**src/rtl/adc_cap_pkg.sv**
```systemverilog
package adc_cap_pkg;

    localparam int SAMPLE_W = 16;

    typedef enum logic [1:0] {
        S_OFF,
        S_START,
        S_CONV,
        S_GAP
    } seq_state_t;

    typedef enum logic [1:0] {
        B_IDLE,
        B_HIGH,
        B_LOW
    } burst_state_t;

    function automatic int max2(input int a, input int b);
        return (a > b) ? a : b;
    endfunction

endpackage

```
**src/rtl/conv_seq.sv**
```systemverilog
module conv_seq
    import adc_cap_pkg::*;
#(
    parameter int PERIOD_W   = 16,
    parameter int CNV_HI     = 2,
    parameter int CNV_LO     = 2,
    parameter int CONV_CYC   = 16,
    parameter int MIN_PERIOD = 17
) (
    input  logic                clk_i,
    input  logic                rst_ni,
    input  logic                enable_i,
    input  logic [PERIOD_W-1:0] period_i,
    input  logic                two_lane_i,
    output logic                cnv_o,
    output logic                start_o,
    output logic                burst_req_o,
    output logic                idle_o,
    output logic                mode_o
);

    localparam int FLOOR = max2(max2(MIN_PERIOD, CNV_HI + CNV_LO), CONV_CYC + 1);
    localparam logic [PERIOD_W-1:0] FLOOR_V  = PERIOD_W'(FLOOR);
    localparam logic [PERIOD_W-1:0] HI_LAST  = PERIOD_W'(CNV_HI - 1);
    localparam logic [PERIOD_W-1:0] CNV_LAST = PERIOD_W'(CONV_CYC - 1);

    seq_state_t          state_q, state_d;
    logic [PERIOD_W-1:0] cnt_q;
    logic [PERIOD_W-1:0] per_q;
    logic                mode_q;
    logic                period_end;
    logic                launch;
    logic [PERIOD_W-1:0] per_eff;

    assign period_end = (cnt_q == per_q - 1'b1);
    assign launch     = (state_d == S_START) && (state_q != S_START);
    assign per_eff    = (period_i < FLOOR_V) ? FLOOR_V : period_i;

    always_comb begin
        state_d = state_q;
        unique case (state_q)
            S_OFF:   if (enable_i) state_d = S_START;
            S_START: if (cnt_q == HI_LAST) state_d = S_CONV;
            S_CONV:  if (cnt_q == CNV_LAST) state_d = S_GAP;
            S_GAP:   if (period_end) state_d = enable_i ? S_START : S_OFF;
            default: state_d = S_OFF;
        endcase
    end

    always_ff @(posedge clk_i or negedge rst_ni) begin
        if (!rst_ni) begin
            state_q <= S_OFF;
            cnt_q   <= '0;
            per_q   <= FLOOR_V;
            mode_q  <= 1'b0;
        end else begin
            state_q <= state_d;
            if (launch || state_q == S_OFF) begin
                cnt_q <= '0;
            end else begin
                cnt_q <= cnt_q + 1'b1;
            end
            if (launch) begin
                per_q  <= per_eff;
                mode_q <= two_lane_i;
            end
        end
    end

    always_comb begin
        cnv_o       = 1'b0;
        start_o     = 1'b0;
        burst_req_o = 1'b0;
        idle_o      = 1'b0;
        unique case (state_q)
            S_OFF:   idle_o = 1'b1;
            S_START: begin
                cnv_o   = 1'b1;
                start_o = (cnt_q == '0);
            end
            S_CONV:  burst_req_o = (cnt_q == CNV_LAST);
            S_GAP:   ;
            default: idle_o = 1'b1;
        endcase
    end

    assign mode_o = mode_q;

endmodule

```
**src/rtl/rd_burst.sv**
```systemverilog
module rd_burst
    import adc_cap_pkg::*;
#(
    parameter int RD_HALF = 1
) (
    input  logic clk_i,
    input  logic rst_ni,
    input  logic req_i,
    input  logic two_lane_i,
    output logic rdclk_o,
    output logic busy_o,
    output logic accept_o
);

    localparam int PULSES_ONE = SAMPLE_W / 2;
    localparam int PULSES_TWO = SAMPLE_W / 4;
    localparam int PC_W       = $clog2(PULSES_ONE);
    localparam int PH_W       = (RD_HALF > 1) ? $clog2(RD_HALF) : 1;
    localparam logic [PH_W-1:0] PH_LAST = PH_W'(RD_HALF - 1);

    burst_state_t    state_q, state_d;
    logic [PH_W-1:0] ph_q;
    logic [PC_W-1:0] pc_q;
    logic            mode_q;
    logic            half_end;
    logic [PC_W-1:0] pc_last;

    assign half_end = (ph_q == PH_LAST);
    assign pc_last  = mode_q ? PC_W'(PULSES_TWO - 1) : PC_W'(PULSES_ONE - 1);

    always_comb begin
        state_d = state_q;
        unique case (state_q)
            B_IDLE: if (req_i) state_d = B_HIGH;
            B_HIGH: if (half_end) state_d = B_LOW;
            B_LOW:  if (half_end) state_d = (pc_q == pc_last) ? B_IDLE : B_HIGH;
            default: state_d = B_IDLE;
        endcase
    end

    always_ff @(posedge clk_i or negedge rst_ni) begin
        if (!rst_ni) begin
            state_q <= B_IDLE;
            ph_q    <= '0;
            pc_q    <= '0;
            mode_q  <= 1'b0;
        end else begin
            state_q <= state_d;
            ph_q    <= (state_d != state_q) ? '0 : ph_q + 1'b1;
            if (state_q == B_IDLE && req_i) begin
                pc_q   <= '0;
                mode_q <= two_lane_i;
            end else if (state_q == B_LOW && half_end) begin
                pc_q <= pc_q + 1'b1;
            end
        end
    end

    always_comb begin
        rdclk_o  = 1'b0;
        busy_o   = 1'b1;
        accept_o = 1'b0;
        unique case (state_q)
            B_IDLE: begin
                busy_o   = 1'b0;
                accept_o = req_i;
            end
            B_HIGH: rdclk_o = 1'b1;
            B_LOW:  ;
            default: busy_o = 1'b0;
        endcase
    end

endmodule

```
**src/rtl/ddr_deser.sv**
```systemverilog
module ddr_deser
    import adc_cap_pkg::*;
#(
    parameter int NLANES = 2
) (
    input  logic                clk_i,
    input  logic                rst_ni,
    input  logic                frame_start_i,
    input  logic                two_lane_i,
    input  logic                dco_i,
    input  logic [NLANES-1:0]   lane_i,
    output logic                done_o,
    output logic [SAMPLE_W-1:0] word_o
);

    localparam int EC_W = $clog2(SAMPLE_W + 1);
    localparam int HALF = SAMPLE_W / 2;

    logic                              dco_q1, dco_q2;
    logic [NLANES-1:0]                 ln_q1, ln_q2;
    logic                              active_q, mode_q;
    logic [EC_W-1:0]                   ecnt_q;
    logic                              edge_seen;
    logic                              shift_en;
    logic [EC_W-1:0]                   ecnt_last;
    logic [NLANES-1:0][SAMPLE_W-1:0]   lane_sr;
    logic [SAMPLE_W-1:0]               woven;

    assign edge_seen = dco_q1 ^ dco_q2;
    assign shift_en  = edge_seen && active_q;
    assign ecnt_last = mode_q ? EC_W'(HALF - 1) : EC_W'(SAMPLE_W - 1);

    always_ff @(posedge clk_i or negedge rst_ni) begin
        if (!rst_ni) begin
            dco_q1 <= 1'b0;
            dco_q2 <= 1'b0;
            ln_q1  <= '0;
            ln_q2  <= '0;
        end else begin
            dco_q1 <= dco_i;
            dco_q2 <= dco_q1;
            ln_q1  <= lane_i;
            ln_q2  <= ln_q1;
        end
    end

    always_ff @(posedge clk_i or negedge rst_ni) begin
        if (!rst_ni) begin
            active_q <= 1'b0;
            mode_q   <= 1'b0;
            ecnt_q   <= '0;
            done_o   <= 1'b0;
        end else begin
            done_o <= 1'b0;
            if (frame_start_i) begin
                active_q <= 1'b1;
                mode_q   <= two_lane_i;
                ecnt_q   <= '0;
            end else if (shift_en) begin
                ecnt_q <= ecnt_q + 1'b1;
                if (ecnt_q == ecnt_last) begin
                    active_q <= 1'b0;
                    done_o   <= 1'b1;
                end
            end
        end
    end

    for (genvar g = 0; g < NLANES; g++) begin : g_lane
        logic [SAMPLE_W-1:0] sr_q;
        always_ff @(posedge clk_i or negedge rst_ni) begin
            if (!rst_ni) begin
                sr_q <= '0;
            end else if (shift_en) begin
                sr_q <= {sr_q[SAMPLE_W-2:0], ln_q2[g]};
            end
        end
        assign lane_sr[g] = sr_q;
    end

    for (genvar i = 0; i < HALF; i++) begin : g_weave
        assign woven[2*i+1] = lane_sr[0][i];
        assign woven[2*i]   = lane_sr[1][i];
    end

    assign word_o = mode_q ? woven : lane_sr[0];

endmodule

```
**src/rtl/adc_ddr_capture.sv**
```systemverilog
module adc_ddr_capture
    import adc_cap_pkg::*;
#(
    parameter int PERIOD_W    = 16,
    parameter int CNV_HI      = 2,
    parameter int CNV_LO      = 2,
    parameter int CONV_CYC    = 16,
    parameter int MIN_PERIOD  = 17,
    parameter int RD_HALF     = 1,
    parameter int SKIP_FRAMES = 2
) (
    input  logic                clk_i,
    input  logic                rst_ni,
    input  logic                enable_i,
    input  logic [PERIOD_W-1:0] period_i,
    input  logic                two_lane_i,
    input  logic                offset_bin_i,
    output logic                cnv_o,
    output logic                rdclk_o,
    input  logic                dco_i,
    input  logic                lane_a_i,
    input  logic                lane_b_i,
    output logic                sample_valid_o,
    output logic [15:0]         sample_o,
    output logic                overrun_o
);

    localparam int SK_W = $clog2(SKIP_FRAMES + 1);

    logic                start, burst_req, idle, mode;
    logic                busy, accept, done;
    logic [SAMPLE_W-1:0] word;
    logic [SK_W-1:0]     skip_q;

    conv_seq #(
        .PERIOD_W  (PERIOD_W),
        .CNV_HI    (CNV_HI),
        .CNV_LO    (CNV_LO),
        .CONV_CYC  (CONV_CYC),
        .MIN_PERIOD(MIN_PERIOD)
    ) seq_i (
        .clk_i      (clk_i),
        .rst_ni     (rst_ni),
        .enable_i   (enable_i),
        .period_i   (period_i),
        .two_lane_i (two_lane_i),
        .cnv_o      (cnv_o),
        .start_o    (start),
        .burst_req_o(burst_req),
        .idle_o     (idle),
        .mode_o     (mode)
    );

    rd_burst #(
        .RD_HALF(RD_HALF)
    ) burst_i (
        .clk_i     (clk_i),
        .rst_ni    (rst_ni),
        .req_i     (burst_req),
        .two_lane_i(mode),
        .rdclk_o   (rdclk_o),
        .busy_o    (busy),
        .accept_o  (accept)
    );

    ddr_deser #(
        .NLANES(2)
    ) deser_i (
        .clk_i        (clk_i),
        .rst_ni       (rst_ni),
        .frame_start_i(accept),
        .two_lane_i   (mode),
        .dco_i        (dco_i),
        .lane_i       ({lane_b_i, lane_a_i}),
        .done_o       (done),
        .word_o       (word)
    );

    always_ff @(posedge clk_i or negedge rst_ni) begin
        if (!rst_ni) begin
            skip_q         <= SK_W'(SKIP_FRAMES);
            sample_valid_o <= 1'b0;
            sample_o       <= '0;
            overrun_o      <= 1'b0;
        end else begin
            sample_valid_o <= done && (skip_q == '0);
            if (done) begin
                sample_o <= word ^ {offset_bin_i, {(SAMPLE_W-1){1'b0}}};
            end
            if (idle) begin
                skip_q <= SK_W'(SKIP_FRAMES);
            end else if (done && skip_q != '0) begin
                skip_q <= skip_q - 1'b1;
            end
            if (start && busy) begin
                overrun_o <= 1'b1;
            end
        end
    end

endmodule

```
**config.mk**
```make
export PLATFORM = sky130hd
export DESIGN_NAME = adc_ddr_capture
export DESIGN_NICKNAME = d
export VERILOG_FILES = /design/src/rtl/adc_cap_pkg.sv /design/src/rtl/conv_seq.sv /design/src/rtl/rd_burst.sv /design/src/rtl/ddr_deser.sv /design/src/rtl/adc_ddr_capture.sv
export SDC_FILE = /design/constraint.sdc
export NUM_CORES = 1
export LEC_CHECK = 0
export ABC_CLOCK_PERIOD_IN_PS = 4200
export CORE_ASPECT_RATIO = 1.75
export CORE_UTILIZATION = 40
export DETAILED_ROUTE_END_ITERATION = 16
export PLACE_DENSITY = 0.62
export SYNTH_ARGS = -nofsm -noshare
export SYNTH_HDL_FRONTEND = slang
export SYNTH_SLANG_ARGS = --single-unit
```
**constraint.sdc**
```tcl
create_clock -name clk_i -period 4.2 [get_ports clk_i]
set_input_delay 0.84 -clock clk_i [delete_from_list [all_inputs] [get_ports clk_i]]
set_output_delay 0.84 -clock clk_i [all_outputs]
set_load 0.01 [all_outputs]
```
# Word-level counts from Yosys, hierarchy flattened
# Cells that the tools add are included.
# Widths: inputs -> output; s select.
totals:
  mem_bits_ro: 0
  output_inout_bits: 20
  reg_bits: 100
  memories: 0
  ramBits: 0
  inputBits: 24
  wordCells: 100
  latchBits: 0
classes:
  div: 0
  eq_ne: 13
  n_bitwise: 3
  addsub: 6
  shifts: 0
  magnitude_cmp: 1
  mul: 0
  reduce_logical: 19
  mux: 36
ops:
  columns: ["cell", "n"]
  rows:
  - ["$mux 16", 3]
  - ["$mux 2", 9]
  - ["$add 16x1->16 const B", 1]
  - ["$eq 16x1->1 const B", 1]
  - ["$eq 16x16->1", 1]
  - ["$eq 16x4->1 const B", 1]
  - ["$logic_not 16->1", 1]
  - ["$lt 16x5->1 const B", 1]
  - ["$mux 1", 16]
  - ["$sub 16x1->16 const B", 1]
  - ["$xor 16x16->16", 1]
  - ["$mux 5", 2]
  - ["$reduce_bool 2->1", 5]
  - ["$mux 3", 3]
  - ["$pmux 2 s4", 1]
  - ["$logic_and 1x1->1", 7]
  - ["$eq 2x1->1 const B", 3]
  - ["$eq 2x2->1 const B", 3]
  - ["$logic_not 2->1", 3]
  - ["$pmux 2 s3", 1]
  - ["$add 5x1->5 const B", 1]
  - ["$eq 5x5->1", 1]
  - ["$mux 4", 1]
  - ["$add 3x1->3 const B", 1]
  - ["other kinds (10)", 10]

# Logic depth before layout (Yosys ltp)
# Gate-level depths: netlist (run 1).
depth:
  depth_word: 8
  mapped_depth: 13

# Modules after synthesis
# From an unflattened synthesis (run 1), not the netlist that was laid out.
hier_totals:
  hier_cells: 446
  hier_area_um2: 5246.3
modules_own_cells:
  columns: ["mod", "seq_area_each_um2", "area_each_um2", "instances", "cells_each"]
  rows:
  - ["conv_seq", 878.3, 2296.0, 1, 238]
  - ["ddr_deser", 950.9, 1707.9, 1, 113]
  - ["adc_ddr_capture", 501.7, 808.3, 1, 50]
  - ["rd_burst", 175.2, 434.2, 1, 45]

# Worst setup path after synthesis (run 1)
# No wires, ideal clock.
synth_timing:
  path_type: "register to register"
  from: "register seq_i.per_q[5]"
  to: "register seq_i.per_q[10]"
  stages_incl_launch_ff: 13
  path_slack_ns: 1.102
  setup_time_ns: 0.125
  n_path_buf: 4
  required_ns: 4.075
  synth_period_minus_slack_ns: 3.098
  arrival_ns: 2.973
  cell_sequence: "dfrtp_1 -> buf_6 -> or4_1 -> buf_2 -> or4_4 -> xnor2_2 -> nand3_2 -> nor3_4 -> a41oi_1 -> nor2b_2 -> buf_6 -> buf_12 -> mux2_4"
synth_via:
  elab_chain_cells: 6
synth_lines:
  columns: ["element", "line_no", "source"]
  rows:
  - ["from (decl)", "conv_seq.sv:29", "logic [PERIOD_W-1:0] per_q;"]
  - ["from (signal assigned)", "conv_seq.sv:64", "per_q <= per_eff;"]
  - ["$sub 16x1->16", "conv_seq.sv:35", "assign period_end = (cnt_q == per_q - 1'b1);"]
  - ["$eq 16x16->1", "conv_seq.sv:35", null]
  - ["$mux 2", "conv_seq.sv:45", "S_GAP: if (period_end) state_d = enable_i ? S_START : S_OFF;"]
  - ["$pmux 2 s4", "conv_seq.sv:41", "unique case (state_q)"]
  - ["$eq 2x1->1", "conv_seq.sv:36", "assign launch = (state_d == S_START) && (state_q != S_START);"]
  - ["$logic_and 1x1->1", "conv_seq.sv:36", null]
# No other way between the ends.
# A chain may end at the register's enable or synchronous reset.

# Worst setup path after layout (run 1)
layout_timing:
  from: "register seq_i.per_q[1]"
  to: "register seq_i.cnt_q[11]"
layout_via:
  elab_chain_cells: 8
layout_lines:
  columns: ["element", "line_no", "source"]
  rows:
  - ["$sub 16x1->16", "conv_seq.sv:35", null]
  - ["$eq 16x16->1", "conv_seq.sv:35", null]
  - ["$mux 2", "conv_seq.sv:45", null]
  - ["$pmux 2 s4", "conv_seq.sv:41", null]
  - ["$eq 2x1->1", "conv_seq.sv:36", null]
  - ["$logic_and 1x1->1", "conv_seq.sv:36", null]
  - ["$logic_or 1x1->1", "conv_seq.sv:58", "if (launch || state_q == S_OFF) begin"]
  - ["$mux 16", "conv_seq.sv:58", null]
  - ["to (signal assigned)", "conv_seq.sv:61", "cnt_q <= cnt_q + 1'b1;"]
  - ["to (decl)", "conv_seq.sv:28", "logic [PERIOD_W-1:0] cnt_q;"]
# No other way between the ends.

==> summary.md, run 1 <==
| Metric | Value |
|---|---|
| Unique cell type count in the Yosys netlist | 60 |
| Clk pin slew, worst setup/hold paths | 0.07 ns |
| Post-Syn Area per Cell | 9.97 sq um |
| EDFF count, synth | 0 |
| Req. time, crit path | 4.39 ns |
| Vias per inst | 5.21 |
| Placed Cells | 688 |
| Fmax | 290 MHz |
| Vias | 3,669 |
| Latest clock arrival within the worst-skew pair | 0.34 ns |
| Rows | 53 |
| Fill count | 1,143 |
| RSZ-0062 raised after global routing | false |
| Post-synth net total | 539 |
| Sequential share of the synthesized area | 0.494 |
| Gr ovfl total | 0 |
| Synth-to-Final Area Change | 16.4% |
| Post-Syn Instances | 504 |
| Worst Skew | 0.00704 ns |
| H-tree levels | 3 |
| Peak supply drop | 0.209 mV |
| Setup Viol. Count Final | 0 |
| Final wirelength | 11,200 um |
| Max-cap check violation count | 0 |
| Root Driver | clkbuf_16 |
| CTS tree | done |
| Top FF cell, synth | dfrtp_1 |
| Synth warnings | 0 |
| Largest fanout on the critical path | 16 |
| Pin count of the biggest net entering global routing | 37 |
| Initial core utilization | 0.414 |
| Antenna cells | 0 |
| Postcts setup bufs | 0 |
| Layout cells sized above 1 | 0.0853 |
| Cells resized by post-CTS repair | 0 |
| Tmin final | 3.45 ns |
| Arrival time worst endpoint | 3.64 ns |
| Asr flop ratio synth | 1.00 |
| Worst hold path type | reg -> reg |
| Die ar. | 13,000 sq um |
| Slew Limit Fails | 0 |
| DR DRC count | 0 |
| Vias in the first global route | 3,804 |
| Mapped Area | 5030 sq um |
| Final period util | 0.821 |
| Die Wd | 86.7 um |
| Post-Layout Cell Count | 704 |
| Hold Violations, Final | 0 |
| Pleak | 2.54 nW |
| Core area | 12,100 sq um |
| Slew @ Worst Pin | 1.04 ns |
| Initial DRC Count | 229 |
| First-pass GRT wire length | 18,700 um |
| Clk sinks | 99 |
| Initial antenna violation count | 0 |
| WS Path Type | reg -> reg |
| CP Capture Type | flop |
| Max Root-Sink Buffers | 2 |
| CTS buffer count | 9 |
| Port Buffers | 43 |
| Detail Placement HPWL | 8170 um |
| Total track usage | 0.187 |
| Max-slew headroom | 0.308 |
| 1st-pass router iterations | 5 |
| Routed Antenna Nets | 0 |
| Setup TNS | 0 ns |
| Total power | 3.38 mW |
| Wire length per cell | 15.9 um |
| # hold bufs at CTS | 0 |
| PwrDens | 578 nW/um^2 |
| Die height | 150 um |
| Final nets | 569 |
| Final GP Congestion | 0.897 |
| Ports | 44 |
| Status | finished clean |
| Crit path launch type | flop |
| Number of synthesized register bits | 99 |
## cells in the mapped netlist, drive strengths merged (3+ instances only)
| library cell | number | area share |
|---|---|---|
| nand3 | 15 | 0.016 |
| nand2b | 4 | 0.0050 |
| dfrtp | 96 | 0.48 |
| mux2i | 22 | 0.044 |
| o21a | 3 | 0.0045 |
| or4 | 4 | 0.0067 |
| o31ai | 3 | 0.0055 |
| o21ai | 4 | 0.0040 |
| and3 | 4 | 0.0050 |
| a31oi | 5 | 0.0062 |
| inv | 16 | 0.012 |
| dfstp | 3 | 0.016 |
| ha | 11 | 0.027 |
| nand2 | 85 | 0.063 |
| clkbuf | 19 | 0.014 |
| mux2 | 15 | 0.038 |
| nor3 | 26 | 0.028 |
| nand4 | 5 | 0.0062 |
| nor4 | 12 | 0.015 |
| and2 | 4 | 0.0050 |
| xnor2 | 28 | 0.050 |
| nor4b | 3 | 0.0052 |
| nor2 | 37 | 0.028 |
| xor2 | 19 | 0.033 |
| nor2b | 5 | 0.0067 |
| a21oi | 23 | 0.023 |
| buf | 9 | 0.014 |
## flip-flops by register name, summed over array words and instances, names as in the netlist, 3 cells and up
name and flops:
deser_i.ecnt_q 5, seq_i.per_q 16, deser_i.g_lane.sr_q 24, sample_o 16, seq_i.cnt_q 16, burst_i.pc_q 3
## cells by family after synthesis
kind of cell	after synthesis	synth area share
compound gates	55	0.0722
xor+xnor	47	0.0834
fa+ha+maj	11	0.0274
buf+inv	44	0.0403
flops	99	0.494
mux	37	0.0819
simple gates	211	0.201
## per-layer routing
layer  track usage  wire, um  vias up
met5             0         0        -
met4         0.102       418        0
met3        0.0340       379       26
met2         0.340      6040       80
met1         0.203      4350     1769
li1              -         -     1794
## stage by stage
step	utilization	setup slack (ns)	hold slack, ns	instance area (sq um)
final	0.482	0.752	0.349	5850
after global routing	0.482	0.456	0.361	5850
after CTS	0.482	0.737	0.351	5850
after detailed placement	0.458	0.763	0.336	5560
after global placement	0.458	0.858	0.333	5560
after floorplan	-	1.10	0.331	5030
## power breakdown
group	total (mW)	internal [mW]	switching, mW	leakage, nW
logic	1.04	0.505	0.539	1.12
clock network	0.824	0.465	0.360	0.132
registers	1.52	1.18	0.336	1.29
## layout make-up
class                           count  area [sq um]  share of cell area
Clock buffer                       11           233              0.0398
Clock inverter                      5          61.3              0.0105
Inverter                           16          60.1              0.0103
Multi-Input combinational cell    361          2350               0.402
Sequential cell                    99          2480               0.424
Tap cell                          165           206              0.0353
Timing Repair Buffer               47           458              0.0783
## layout by cell type, fill, tap and decap left out, drive strengths merged, types with 2 or more instances in the layout
cell           instances
o31ai                  3
or4                    4
nand3                 15
o21a                   3
nand4                  5
a31oi                  5
nor2b                  5
and3                   4
buf                    5
inv                   17
nor2                  37
xnor2                 28
nor3b                  2
o31a                   2
xor2                  19
a311oi                 2
nand2b                 4
nor4b                  3
mux2i                 22
clkinvlp               3
dfrtp                 96
dfstp                  3
clkdlybuf4s50         42
ha                    11
clkbuf                11
and2                   4
mux2                  15
nor3                  26
a21oi                 23
nand2                 85
o21ai                  4
nor4                  12
## final timing paths
| kind | slack [ns] | from | cells past startpoint | endpoint |
|---|---|---|---|---|
| min in group asynchronous | 0.41 | rst_ni | 1 | seq_i.per_q[12]$_DFFE_PN0P_ |
| setup reg to reg | 0.75 | seq_i.per_q[1]$_DFFE_PN0P_ | 10 | seq_i.cnt_q[11]$_DFF_PN0_ |
| hold / removal | 0.35 | deser_i.ln_q1[1]$_DFF_PN0_ | 0 | deser_i.ln_q2[1]$_DFF_PN0_ |
| max in group asynchronous | 2.97 | rst_ni | 2 | skip_q[1]$_DFFE_PN1P_ |
| setup / recovery | 0.75 | seq_i.per_q[1]$_DFFE_PN0P_ | 10 | seq_i.cnt_q[11]$_DFF_PN0_ |
| hold reg to reg | 0.35 | deser_i.ln_q1[1]$_DFF_PN0_ | 0 | deser_i.ln_q2[1]$_DFF_PN0_ |
## critical path: stages (launching register included)
cell	delay [ns]
dfrtp_1	0.39
inv_1	0.08
ha_1	0.25
or4b_1	0.64
or4_1	0.52
nand2_1	0.08
a31oi_1	0.10
o31ai_2	0.12
nor4b_1	0.37
and4_1	0.63
nor3_1	0.11
No activity file was read; power rests on OpenSTA's default activity.
==> run 2: changes to the inputs <==
- ABC_CLOCK_PERIOD_IN_PS: 4200 -> 3000
- PLACE_DENSITY: 0.62 -> 0.64
- clock period: 4.2 -> 3 ns (I/O delays scaled with it)
==> summary.md, run 2 (synthesized netlist as in run 1, its figures left out) <==
| Metric | Value |
|---|---|
| Core area | 12,100 sq um |
| Final period util | 1.00 |
| Internal Power | 3.30 mW |
| Vias | 3,826 |
| RSZ-0062 raised after global routing | true |
| Fill count | 1,075 |
| Max FFs per register | 24 |
| Synth-to-Final Area Change | 25.6% |
| Port Buffers | 43 |
| Worst hold path type | in -> async |
| Reg2reg path depth | 9 |
| Status | finished with violations |
| Final wirelength | 11,600 um |
| Root Driver | clkbuf_16 |
| Power share of the clock group | 0.231 |
| Final GP Congestion | 0.862 |
| Most flops, register | deser_i.g_lane.sr_q |
| Wire length per cell | 15.8 um |
| CTS tree | done |
| Peak supply drop | 0.320 mV |
| PwrDens | 822 nW/um^2 |
| Dpl ws | -0.0814 ns |
| Pleak | 2.77 nW |
| Die Wd | 86.7 um |
| Total track usage | 0.186 |
| Sw Share | 0.365 |
| Post-Layout Cell Count | 734 |
| Pin count of the biggest net entering global routing | 52 |
| Psw | 1.89 mW |
| Slew Limit Fails | 0 |
| Routed Antenna Nets | 0 |
| DR DRC count | 0 |
| Fmax | 332 MHz |
| Layout cells sized above 1 | 0.169 |
| Detail Placement HPWL | 8220 um |
| Clk sinks | 99 |
| Ports | 44 |
| Commonest cells after routing, fill and taps aside | dfrtp_1, nand2_1, clkdlybuf4s50_1 |
| Placed Cells | 712 |
| R2R Path End | seq_i.per_q[14]$_DFFE_PN0P_ |
| Vias per inst | 5.21 |
| Initial DRC Count | 182 |
| Reg2Reg Launch Point | seq_i.per_q[8]$_DFFE_PN0P_ |
| Initial antenna violation count | 0 |
| Max Root-Sink Buffers | 2 |
| Setup Viol. Count Final | 5 |
| Cell Area, Placed | 5770 sq um |
| CP Capture Type | flop |
| Vias in the first global route | 3,855 |
| Flop2flop setup slack | -0.01 ns |
| Sequential share of power | 0.389 |
| Setup ws final | -0.0123 ns |
| Gr ovfl total | 0 |
| Total power | 5.19 mW |
| Commonest non-fill, non-tap cell in the layout | dfrtp_1 |
| Initial core utilization | 0.414 |
| Fin Hold WS | 0.275 ns |
| Hold Violations, Final | 0 |
| Setup TNS | -0.0306 ns |
| Final nets | 599 |
| Req. time, crit path | 3.22 ns |
| Max-slew headroom | 0.457 |
| Latest clock arrival within the worst-skew pair | 0.34 ns |
| First-pass GRT wire length | 18,500 um |
| Cell area after layout | 6310 sq um |
| Worst Skew | 0.00926 ns |
| Antenna cells | 0 |
| Rows | 53 |
| Largest fanout on the critical path | 6 |
| Arrival time worst endpoint | 3.24 ns |
| Crit path launch type | flop |
| Clk pin slew, worst setup/hold paths | 0.07 ns |
| 1st-pass router iterations | 4 |
| WS Path Type | reg -> reg |
| Failing checks | setup timing |
| H-tree levels | 3 |
| Max-cap check violation count | 0 |
| Util after Layout | 0.520 |
| Tmin final | 3.01 ns |
| Die height | 150 um |
| Comb power frac | 0.379 |
| Slew @ Worst Pin | 0.813 ns |
| CTS buffer count | 9 |
| Die ar. | 13,000 sq um |
-- run 2: cell types whose count changed in the layout (fill, tap and decap cells not counted), moves of 3 or more --
cell / delta
nor4b_1: -3
buf_4: +26
mux2_2: -6
mux2_4: +6
-- run 2: how the worst max path moves through the flow --
stage	startpoint	to	slack (ns)
after floorplan	seq_i.per_q[1]$_DFFE_PN0P_	seq_i.cnt_q[6]$_DFF_PN0_	0.003
after global placement	seq_i.per_q[1]$_DFFE_PN0P_	seq_i.cnt_q[13]$_DFF_PN0_	0.005
after detailed placement	seq_i.per_q[1]$_DFFE_PN0P_	seq_i.per_q[7]$_DFFE_PN0P_	-0.08
after CTS	seq_i.per_q[5]$_DFFE_PN0P_	seq_i.per_q[7]$_DFFE_PN0P_	0.01
after global routing	seq_i.per_q[9]$_DFFE_PN0P_	seq_i.per_q[14]$_DFFE_PN0P_	-0.11
final	seq_i.per_q[8]$_DFFE_PN0P_	seq_i.per_q[14]$_DFFE_PN0P_	-0.01
-- run 2: layout make-up --
class                           count  area, sq um  share of cell area
Clock buffer                       10          239              0.0378
Tap cell                          165          206              0.0327
Timing Repair Buffer               77          733               0.116
Sequential cell                    99         2480               0.393
Clock inverter                      6         71.3              0.0113
Multi-Input combinational cell    361         2520               0.400
Inverter                           16         60.1             0.00951
-- run 2: worst max-delay path, cell delays in order, from the launching register on --
cell and delay, ns:
dfrtp_1 0.38, or4_4 0.54, or4_4 0.59, xnor2_4 0.24
nand3_4 0.11, nor3_4 0.21, a41oi_2 0.15, nor2b_4 0.21
clkbuf_16 0.19, mux2_4 0.30
-- run 2: power groups by stage --
stage / clock, mW / sequential, mW / combinational (mW)
finish: 1.20 / 2.02 / 1.97
floorplan: 0 / 1.90 / 1.28
detailed placement: 0 / 2.02 / 1.75
CTS: 1.22 / 2.01 / 1.77
global route: 1.29 / 2.06 / 2.16
global placement: 0 / 2.01 / 1.69
-- run 2: timing repair --
| item | 4_1_cts | 5_1_grt |
|---|---|---|
| hold endpoints to repair | 0 | 0 |
| hold buffers | 0 | 0 |
| pin swaps | 0 | 6 |
| setup endpoints to repair | 32 | 32 |
| gates cloned | 0 | 1 |
| gates resized for setup | 3 | 32 |
| buffers inserted | 0 | 5 |
-- run 2: layer usage --
layer,up-vias,wire (um),track usage
li1,1853,-,-
met1,1858,4540,0.201
met2,91,6370,0.346
met3,24,347,0.0318
met4,0,341,0.0875
met5,-,0,0
